### config.mk
export PLATFORM = sky130hd
export DESIGN_NAME = req_merge
export DESIGN_NICKNAME = d
export VERILOG_FILES = /design/src/rtl/merge_pkg.sv /design/src/rtl/merge_ctrl.sv /design/src/rtl/merge_dpath.sv /design/src/rtl/req_merge.sv
export SDC_FILE = /design/constraint.sdc
export NUM_CORES = 1
export LEC_CHECK = 0
export ABC_AREA = 1
export BUFFER_PORTS_ARGS = -buffer_cell sky130_fd_sc_hd__buf_2
export CORE_AREA = 2 2 39 41
export CTS_CLUSTER_SIZE = 30
export DETAILED_ROUTE_END_ITERATION = 7
export DIE_AREA = 0 0 41 43
export HOLD_SLACK_MARGIN = 0.12
export PLACE_DENSITY = 0.58
export SKIP_LAST_GASP = 1
export SLEW_MARGIN = 0
export SYNTH_ARGS = -nofsm -noshare
export SYNTH_HDL_FRONTEND = slang
export SYNTH_HIERARCHICAL = 1
export SYNTH_SLANG_ARGS = --single-unit
### constraint.sdc
create_clock -name clk -period 1.31 [get_ports clk]
set_input_delay 0.1965 -clock clk [delete_from_list [all_inputs] [get_ports clk]]
set_output_delay 0.1965 -clock clk [all_outputs]
set_load 0.02 [all_outputs]
### src/rtl/merge_pkg.sv
package merge_pkg;

  typedef enum logic [1:0] {
    PH_IDLE  = 2'd0,
    PH_RAISE = 2'd1,
    PH_HOLD  = 2'd2,
    PH_RTZ   = 2'd3
  } phase_t;

  typedef struct packed {
    logic capture;
    logic setReq;
    logic clrReq;
    logic giveAck;
  } strobe_t;

endpackage

### src/rtl/merge_ctrl.sv
module merge_ctrl
  import merge_pkg::*;
(
  input  logic    clk,
  input  logic    rstN,
  input  logic    anyPending,
  input  logic    outAck,
  output strobe_t strobe
);

  phase_t phase, phaseNext;

  always_ff @(posedge clk or negedge rstN) begin
    if (!rstN) phase <= PH_IDLE;
    else       phase <= phaseNext;
  end

  always_comb begin
    phaseNext = phase;
    strobe    = '0;
    unique case (phase)
      PH_IDLE: begin
        if (anyPending) begin
          strobe.capture = 1'b1;
          strobe.setReq  = 1'b1;
          phaseNext      = PH_RAISE;
        end
      end
      PH_RAISE: begin
        if (outAck) begin
          strobe.giveAck = 1'b1;
          phaseNext      = PH_HOLD;
        end
      end
      PH_HOLD: begin
        strobe.clrReq = 1'b1;
        phaseNext     = PH_RTZ;
      end
      PH_RTZ: begin
        if (!outAck) phaseNext = PH_IDLE;
      end
      default: phaseNext = PH_IDLE;
    endcase
  end

endmodule

### src/rtl/merge_dpath.sv
module merge_dpath
  import merge_pkg::*;
#(
  parameter int NUM_PORTS = 2
) (
  input  logic                 clk,
  input  logic                 rstN,
  input  logic [NUM_PORTS-1:0] portReq,
  input  strobe_t              strobe,
  output logic [NUM_PORTS-1:0] portAck,
  output logic                 outReq,
  output logic                 anyPending
);

  logic [NUM_PORTS-1:0] pending;
  logic [NUM_PORTS-1:0] pickOne;
  logic [NUM_PORTS-1:0] servedSel;

  assign pending    = portReq & ~portAck;
  assign pickOne    = pending & (~pending + 1'b1);
  assign anyPending = |pending;

  always_ff @(posedge clk or negedge rstN) begin
    if (!rstN)               servedSel <= '0;
    else if (strobe.capture) servedSel <= pickOne;
  end

  always_ff @(posedge clk or negedge rstN) begin
    if (!rstN)              outReq <= 1'b0;
    else if (strobe.setReq) outReq <= 1'b1;
    else if (strobe.clrReq) outReq <= 1'b0;
  end

  for (genvar i = 0; i < NUM_PORTS; i++) begin : g_ack
    always_ff @(posedge clk or negedge rstN) begin
      if (!rstN)                             portAck[i] <= 1'b0;
      else if (strobe.giveAck && servedSel[i]) portAck[i] <= 1'b1;
      else if (!portReq[i])                  portAck[i] <= 1'b0;
    end
  end

endmodule

### src/rtl/req_merge.sv
module req_merge
  import merge_pkg::*;
#(
  parameter int NUM_PORTS = 2
) (
  input  logic                 clk,
  input  logic                 rstN,
  input  logic [NUM_PORTS-1:0] portReq,
  output logic [NUM_PORTS-1:0] portAck,
  output logic                 outReq,
  input  logic                 outAck
);

  strobe_t strobe;
  logic    anyPending;

  merge_ctrl u_ctrl (
    .clk       (clk),
    .rstN      (rstN),
    .anyPending(anyPending),
    .outAck    (outAck),
    .strobe    (strobe)
  );

  merge_dpath #(.NUM_PORTS(NUM_PORTS)) u_dpath (
    .clk       (clk),
    .rstN      (rstN),
    .portReq   (portReq),
    .strobe    (strobe),
    .portAck   (portAck),
    .outReq    (outReq),
    .anyPending(anyPending)
  );

endmodule

==> run_results.csv, run 1 <==
group,metric,value,unit
run_status,outcome,"completed",
critical_path,crit_required,1.44,ns
synth,yosysSeqAreaShare,40.23,%
clocking,root_buffer,"clkbuf_4",
routing,wirelength,756,um
critical_path,crit_fanout,4,
sta,finalCritPeriodShare,88.88,%
critical_path,critPathTopFamily,"flip-flops",
global_routing,grt_pass1_vias,326,
critical_path,slowest_stage,"dfrtp_1",
worst_hold_path,min_to,"u_dpath/portAck[1]",
synth,syn_nets,66,
floorplanning,ios,8,
floorplanning,start_util,31.46,%
critical_path,cp_cell_sequence,"inv_1 > ha_1 > nand2_1 > inv_1 > inv_1 > nand2_1 > o21ai_1",
synth,synth_top_area_cell,"dfrtp_1",
routing,postRouteAntennaNets,0,
global_routing,gr-total-overflow,0,
clocking,numClockSinks,7,
power,p_per_area,1987,mW/mm2
routing,post-route-drc-count,0,
critical_path,rrSetupSlack,0.15,ns
worst_hold_path,hp-start,"portReq[1]",
floorplanning,core-area,0.001384,mm2
sta,timing.final.crit_period,1.164,ns
sta,fmax,858.9,MHz
synth,synthMuxAreaShare,0,%
place,placed_area,483.0,um2
routing,first_pass_iters,4,
finish,fin_area,519.2,um2
worst_hold_path,hold_class,"input pin to flop",
clocking,cts_resized,0,
floorplanning,die_h,43,um
floorplanning,rows,14,
synth,yosysWarnings,6,
synth,synth_top_family_by_area,"simple AND/OR/NAND/NOR gates",
synth,syn_area,435.4,um2
critical_path,cp-start-kind,"flop",
routing,routed_via_density,4.205,
synth,synth_top_area_share,40.23,%
place,numPortBuffers,7,
sta,final_max_slew_viol_count,0,
critical_path,arrival,1.30,ns
routing,via_count,349,
synth,synthCells,56,
routing,initialDrtViolationCount,2,
critical_path,r2r-end,"u_dpath/servedSel[0]",
synth,synth_compound_area_share,4.023,%
power,vdd_drop_max,0.0006258,V
sta,tightest_slew,0.2192,ns
finish,final_common_cell,"nand2_1",
clocking,ctsHtreeMaxLevel,1,
synth,synthSimpleGateAreaFrac,29.31,%
power,p_leak,0.3185,nW
critical_path,path_buf_inv,3,
critical_path,crit_top_cell,"inv_1",
run,maxCapViolCount,0,
finish,layout_common_cells,"nand2_1, inv_1, buf_2, dfrtp_1, ha_1",
place,place.detailed.hpwl,602.1,um
finish,area_delta_synth_final,19.25,%
floorplanning,die_x,41,um
synth,synth.avg_cell_area,7.775,um2
clocking,clock_latency,0.25,ns
clocking,clockBufferDepth,2,
sta,rsz0062_at_grt,"no",
sta,hold_viol_final,0,
floorplanning,dieArea,0.001763,mm2
worst_hold_path,hold_depth,3,
clocking,cts_tree,"done",
critical_path,cp-end-kind,"flop",
global_routing,antenna_found_initial,0,
routing,routedWlPerCell,9.108,um
finish,fillCellCount,148,
sta,setup_viol,0,
global_routing,grt_max_degree,8,
sta,slew_headroom,85.23,%
global_routing,grt_pass1_wl,1393,um
synth,synthTopCellsByArea,"dfrtp_1, nand2_1, ha_1",
finish,final_util,37.52,%
clocking,clkTransAtPathRegs,0.05,ns
place,place_congestion,0.6792,
sta,finClkSkew,0.002192,ns
synth,synth-xor-area-share,0,%
finish,drive_gt1_share,23.88,%
sta,fin_tns_setup,0,ns
critical_path,critPathMaxStageDelay,0.41,ns
critical_path,criticalPathCategory,"flop to flop",
synth,ys_ff_latch,7,
clocking,cts_buffers,3,
synth,synth.distinct_cells,14,
critical_path,r2r_cells,7,
global_routing,grt_usage,12.18,%
finish,n_antenna_cell,0,
synth,synthAdderAreaFrac,14.37,%
finish,layout.nets,78,
critical_path,r2r-start,"u_ctrl/phase[0]",
[registers in the layout (all words and copies together) (netlist names)]
register / count
u_dpath/portAck: 2
u_dpath/servedSel: 2
u_ctrl/phase: 2
u_dpath/outReq: 1
[cells in the mapped netlist]
cell	n
or2_1	1
buf_4	1
nand3_1	3
inv_1	11
inv_2	1
nand2_1	19
nor2_2	1
o21bai_1	1
o21ai_0	1
ha_1	5
nand2_2	3
dfrtp_1	7
nand3_2	1
o21ai_1	1
[cell type report]
type                    instances  area, um2  share of cell area (%)
well taps                      16      20.02                   3.855
repair buffers                  8      45.04                   8.675
inverters                      12      45.04                   8.675
multi-input cells              36      207.7                   40.00
clock buffers                   4      26.28                   5.060
flip-flops and latches          7      175.2                   33.73
[cells by family after synthesis]
kind of cell | Yosys count
buffers and inverters | 13
DFF | 7
AOI/OAI and AO/OA | 3
and+or+nand+nor | 28
adders and majority gates | 5
[worst register-to-register path, cell delays in order, from the launching register on]
cell and delay (ns):
dfrtp_1 0.41, inv_1 0.12, ha_1 0.20, nand2_1 0.06
inv_1 0.09, inv_1 0.07, nand2_1 0.05, o21ai_1 0.05
[worst max-delay path by stage]
stage / from / endpoint / cells past startpoint
after floorplan: u_dpath/portAck[0] / u_dpath/servedSel[0] / 8
after CTS: u_ctrl/phase[0] / u_ctrl/phase[0] / 5
final: u_ctrl/phase[0] / u_dpath/servedSel[0] / 7
after detailed placement: u_ctrl/phase[0] / u_ctrl/phase[0] / 5
after global placement: u_ctrl/phase[0] / u_ctrl/phase[0] / 5
after global routing: u_ctrl/phase[0] / u_dpath/servedSel[0] / 7
[metal layers]
| metal | vias up | track usage (%) | share of wire [%] |
|---|---|---|---|
| met4 | 0 | 12.00 | 1.2 |
| met1 | 152 | 17.00 | 49 |
| li1 | 190 | - | - |
| met2 | 5 | 15.00 | 47 |
| met3 | 2 | 1.571 | 2.6 |
| met5 | - | 0 | 0 |
[metrics by stage]
stage | cells | hold WS [ns] | worst slack, ns | power (mW)
floorplan | 56 | -0.09909 | 0.1451 | 0.7387
global placement | 78 | 0.04064 | 0.1545 | 0.8332
detailed placement | 78 | 0.03908 | 0.1558 | 0.8425
CTS | 83 | 0.1566 | 0.1455 | 1.056
global route | 83 | 0.1776 | 0.003671 | 1.150
finish | 83 | 0.1664 | 0.1457 | 1.032
[power breakdown]
group / total [mW] / internal, mW / switching [mW]
registers: 0.364 / 0.304 / 0.0600
clock network: 0.192 / 0.116 / 0.0757
logic: 0.476 / 0.187 / 0.289
[repair_timing]
| action | 4_1_cts | 5_1_grt |
|---|---|---|
| hold buffers | 1 | 0 |
| buffers inserted | 0 | 0 |
| endpoints found under the hold margin | 7 | 0 |
Note: power is estimated with default switching activity, not from simulation.
==> inputs of run 2 (changes only) <==
- BUFFER_PORTS_ARGS: -buffer_cell sky130_fd_sc_hd__buf_2 -> -buffer_cell sky130_fd_sc_hd__buf_4
==> run 2 against run 1 <==
Effect of this change: count of clock-buffer cells in the layout unchanged; setup slack better by 0.020 ns; clock power down 4%; global-route usage down 1.3 points; hold slack worse by 0.0058 ns; register-to-register slack better by 0.02 ns; sequential power about the same; combinational power about the same.
==> run_results.csv, run 2 (synthesized netlist as in run 1, its figures left out) <==
group,metric,value,unit
run_status,outcome,"completed",
critical_path,critPathMaxStageDelay,0.40,ns
sta,hold_slack,0.1606,ns
place,numPortBuffers,7,
clocking,clkTransAtPathRegs,0.05,ns
sta,final.setup.worst_slack,0.1655,ns
routing,wirelength,698,um
floorplanning,ios,8,
finish,final_util,38.79,%
routing,via_count,345,
critical_path,cp_cell_sequence,"inv_1 > ha_1 > nand2_1 > inv_1 > inv_1 > nand2_1 > o21ai_1",
finish,area_delta_synth_final,23.28,%
routing,initialDrtViolationCount,11,
power,p_leak,0.3232,nW
floorplanning,die_h,43,um
place,pre_cts_slack,0.1651,ns
routing,routed_via_density,4.157,
routing,first_pass_iters,4,
critical_path,arrival,1.27,ns
critical_path,crit_required,1.44,ns
clocking,cts_buffers,3,
sta,finalCritPeriodShare,87.36,%
sta,hold_viol_final,0,
sta,fin_tns_setup,0,ns
finish,regArea,175.2,um2
sta,slew_headroom,85.38,%
run,maxCapViolCount,0,
finish,layout_common_cells,"nand2_1, inv_1, buf_4, dfrtp_1, ha_1",
critical_path,crit_fanout,4,
floorplanning,start_util,31.46,%
place,place_congestion,0.6810,
clocking,clock_latency,0.24,ns
finish,fillCellCount,159,
floorplanning,dieArea,0.001763,mm2
clocking,clockBufferDepth,2,
global_routing,grt_max_degree,8,
finish,n_antenna_cell,0,
sta,timing.final.crit_period,1.144,ns
finish,drive_gt1_share,23.88,%
critical_path,criticalPathCategory,"flop to flop",
routing,routedWlPerCell,8.410,um
sta,fmax,873.8,MHz
power,p_per_area,1918,mW/mm2
clocking,cts_tree,"done",
clocking,cts_resized,0,
power,p_total,1.029,mW
clocking,cts_hold_buf,1,
finish,largestRegisters,"u_ctrl/phase: 2 flops, u_dpath/portAck: 2 flops, u_dpath/servedSel: 2 flops",
global_routing,grt_usage,10.89,%
finish,layout.nets,78,
critical_path,cp-start-kind,"flop",
finish,final_common_cell,"nand2_1",
finish,multiInputGateArea,207.7,um2
sta,rsz0062_at_grt,"no",
finish,fin_area,536.8,um2
critical_path,slowest_stage,"dfrtp_1",
place,place.detailed.hpwl,586.9,um
floorplanning,die_x,41,um
worst_hold_path,hold_class,"input pin to flop",
finish,final_cells,83,
global_routing,antenna_found_initial,0,
clocking,cts_setup_buffers,0,
routing,postRouteAntennaNets,0,
global_routing,grt_pass1_wl,1221,um
sta,setup_viol,0,
place,placed_area,500.5,um2
critical_path,crit_top_cell,"inv_1",
critical_path,cp-end-kind,"flop",
global_routing,grt_pass1_vias,317,
clocking,ctsHtreeMaxLevel,1,
global_routing,gr-total-overflow,0,
sta,final_max_slew_viol_count,0,
sta,finClkSkew,0.0007099,ns
power,vdd_drop_max,0.0008072,V
sta,tightest_slew,0.2170,ns
floorplanning,rows,14,
floorplanning,core-area,0.001384,mm2
clocking,numClockSinks,7,
clocking,root_buffer,"clkbuf_4",
place,dp.cells,78,
routing,post-route-drc-count,0,
-- run 2: cell types whose count changed in the layout (fill, tap and decap cells not counted) --
cell and change:
buf_4 +7, buf_2 -7
-- run 2: power by group --
group	leakage [nW]	internal [mW]	switching (mW)
registers	0.0883	0.305	0.0620
clock network	0.0150	0.116	0.0696
logic	0.220	0.202	0.276
total	0.323	0.622	0.407
-- run 2: worst paths after layout --
check / end / from / slack [ns] / depth (start not counted)
min in group asynchronous: u_dpath/portAck[1] / rstN / 0.32 / 2
min reg2reg: u_dpath/portAck[0] / u_dpath/servedSel[0] / 0.48 / 2
max reg2reg: u_dpath/servedSel[0] / u_ctrl/phase[0] / 0.17 / 7
max in group asynchronous: u_ctrl/phase[1] / rstN / 0.87 / 2
min: u_dpath/portAck[1] / portReq[1] / 0.16 / 3
max: u_dpath/servedSel[0] / u_ctrl/phase[0] / 0.17 / 7
-- run 2: area by class of cell --
type | instances | share of cell area [%]
well taps | 16 | 3.730
clock buffers | 4 | 4.895
flip-flops and latches | 7 | 32.63
multi-input cells | 36 | 38.69
repair buffers | 8 | 11.66
inverters | 12 | 8.392
-- run 2: critical path, delay by kind of cell, from the launching register on --
kind | cells | cell delay (ns)
flops | 1 | 0.40
simple gates | 2 | 0.11
fa+ha+maj | 1 | 0.19
compound gates | 1 | 0.05
buf+inv | 3 | 0.27
-- run 2: per-layer routing --
layer  track usage [%]  wire, um  share of wire, %
met1             15.10       341                49
met5                 0         0                 0
met4             10.00         0                 0
met2             12.81       313                45
met3             3.141        43               6.2
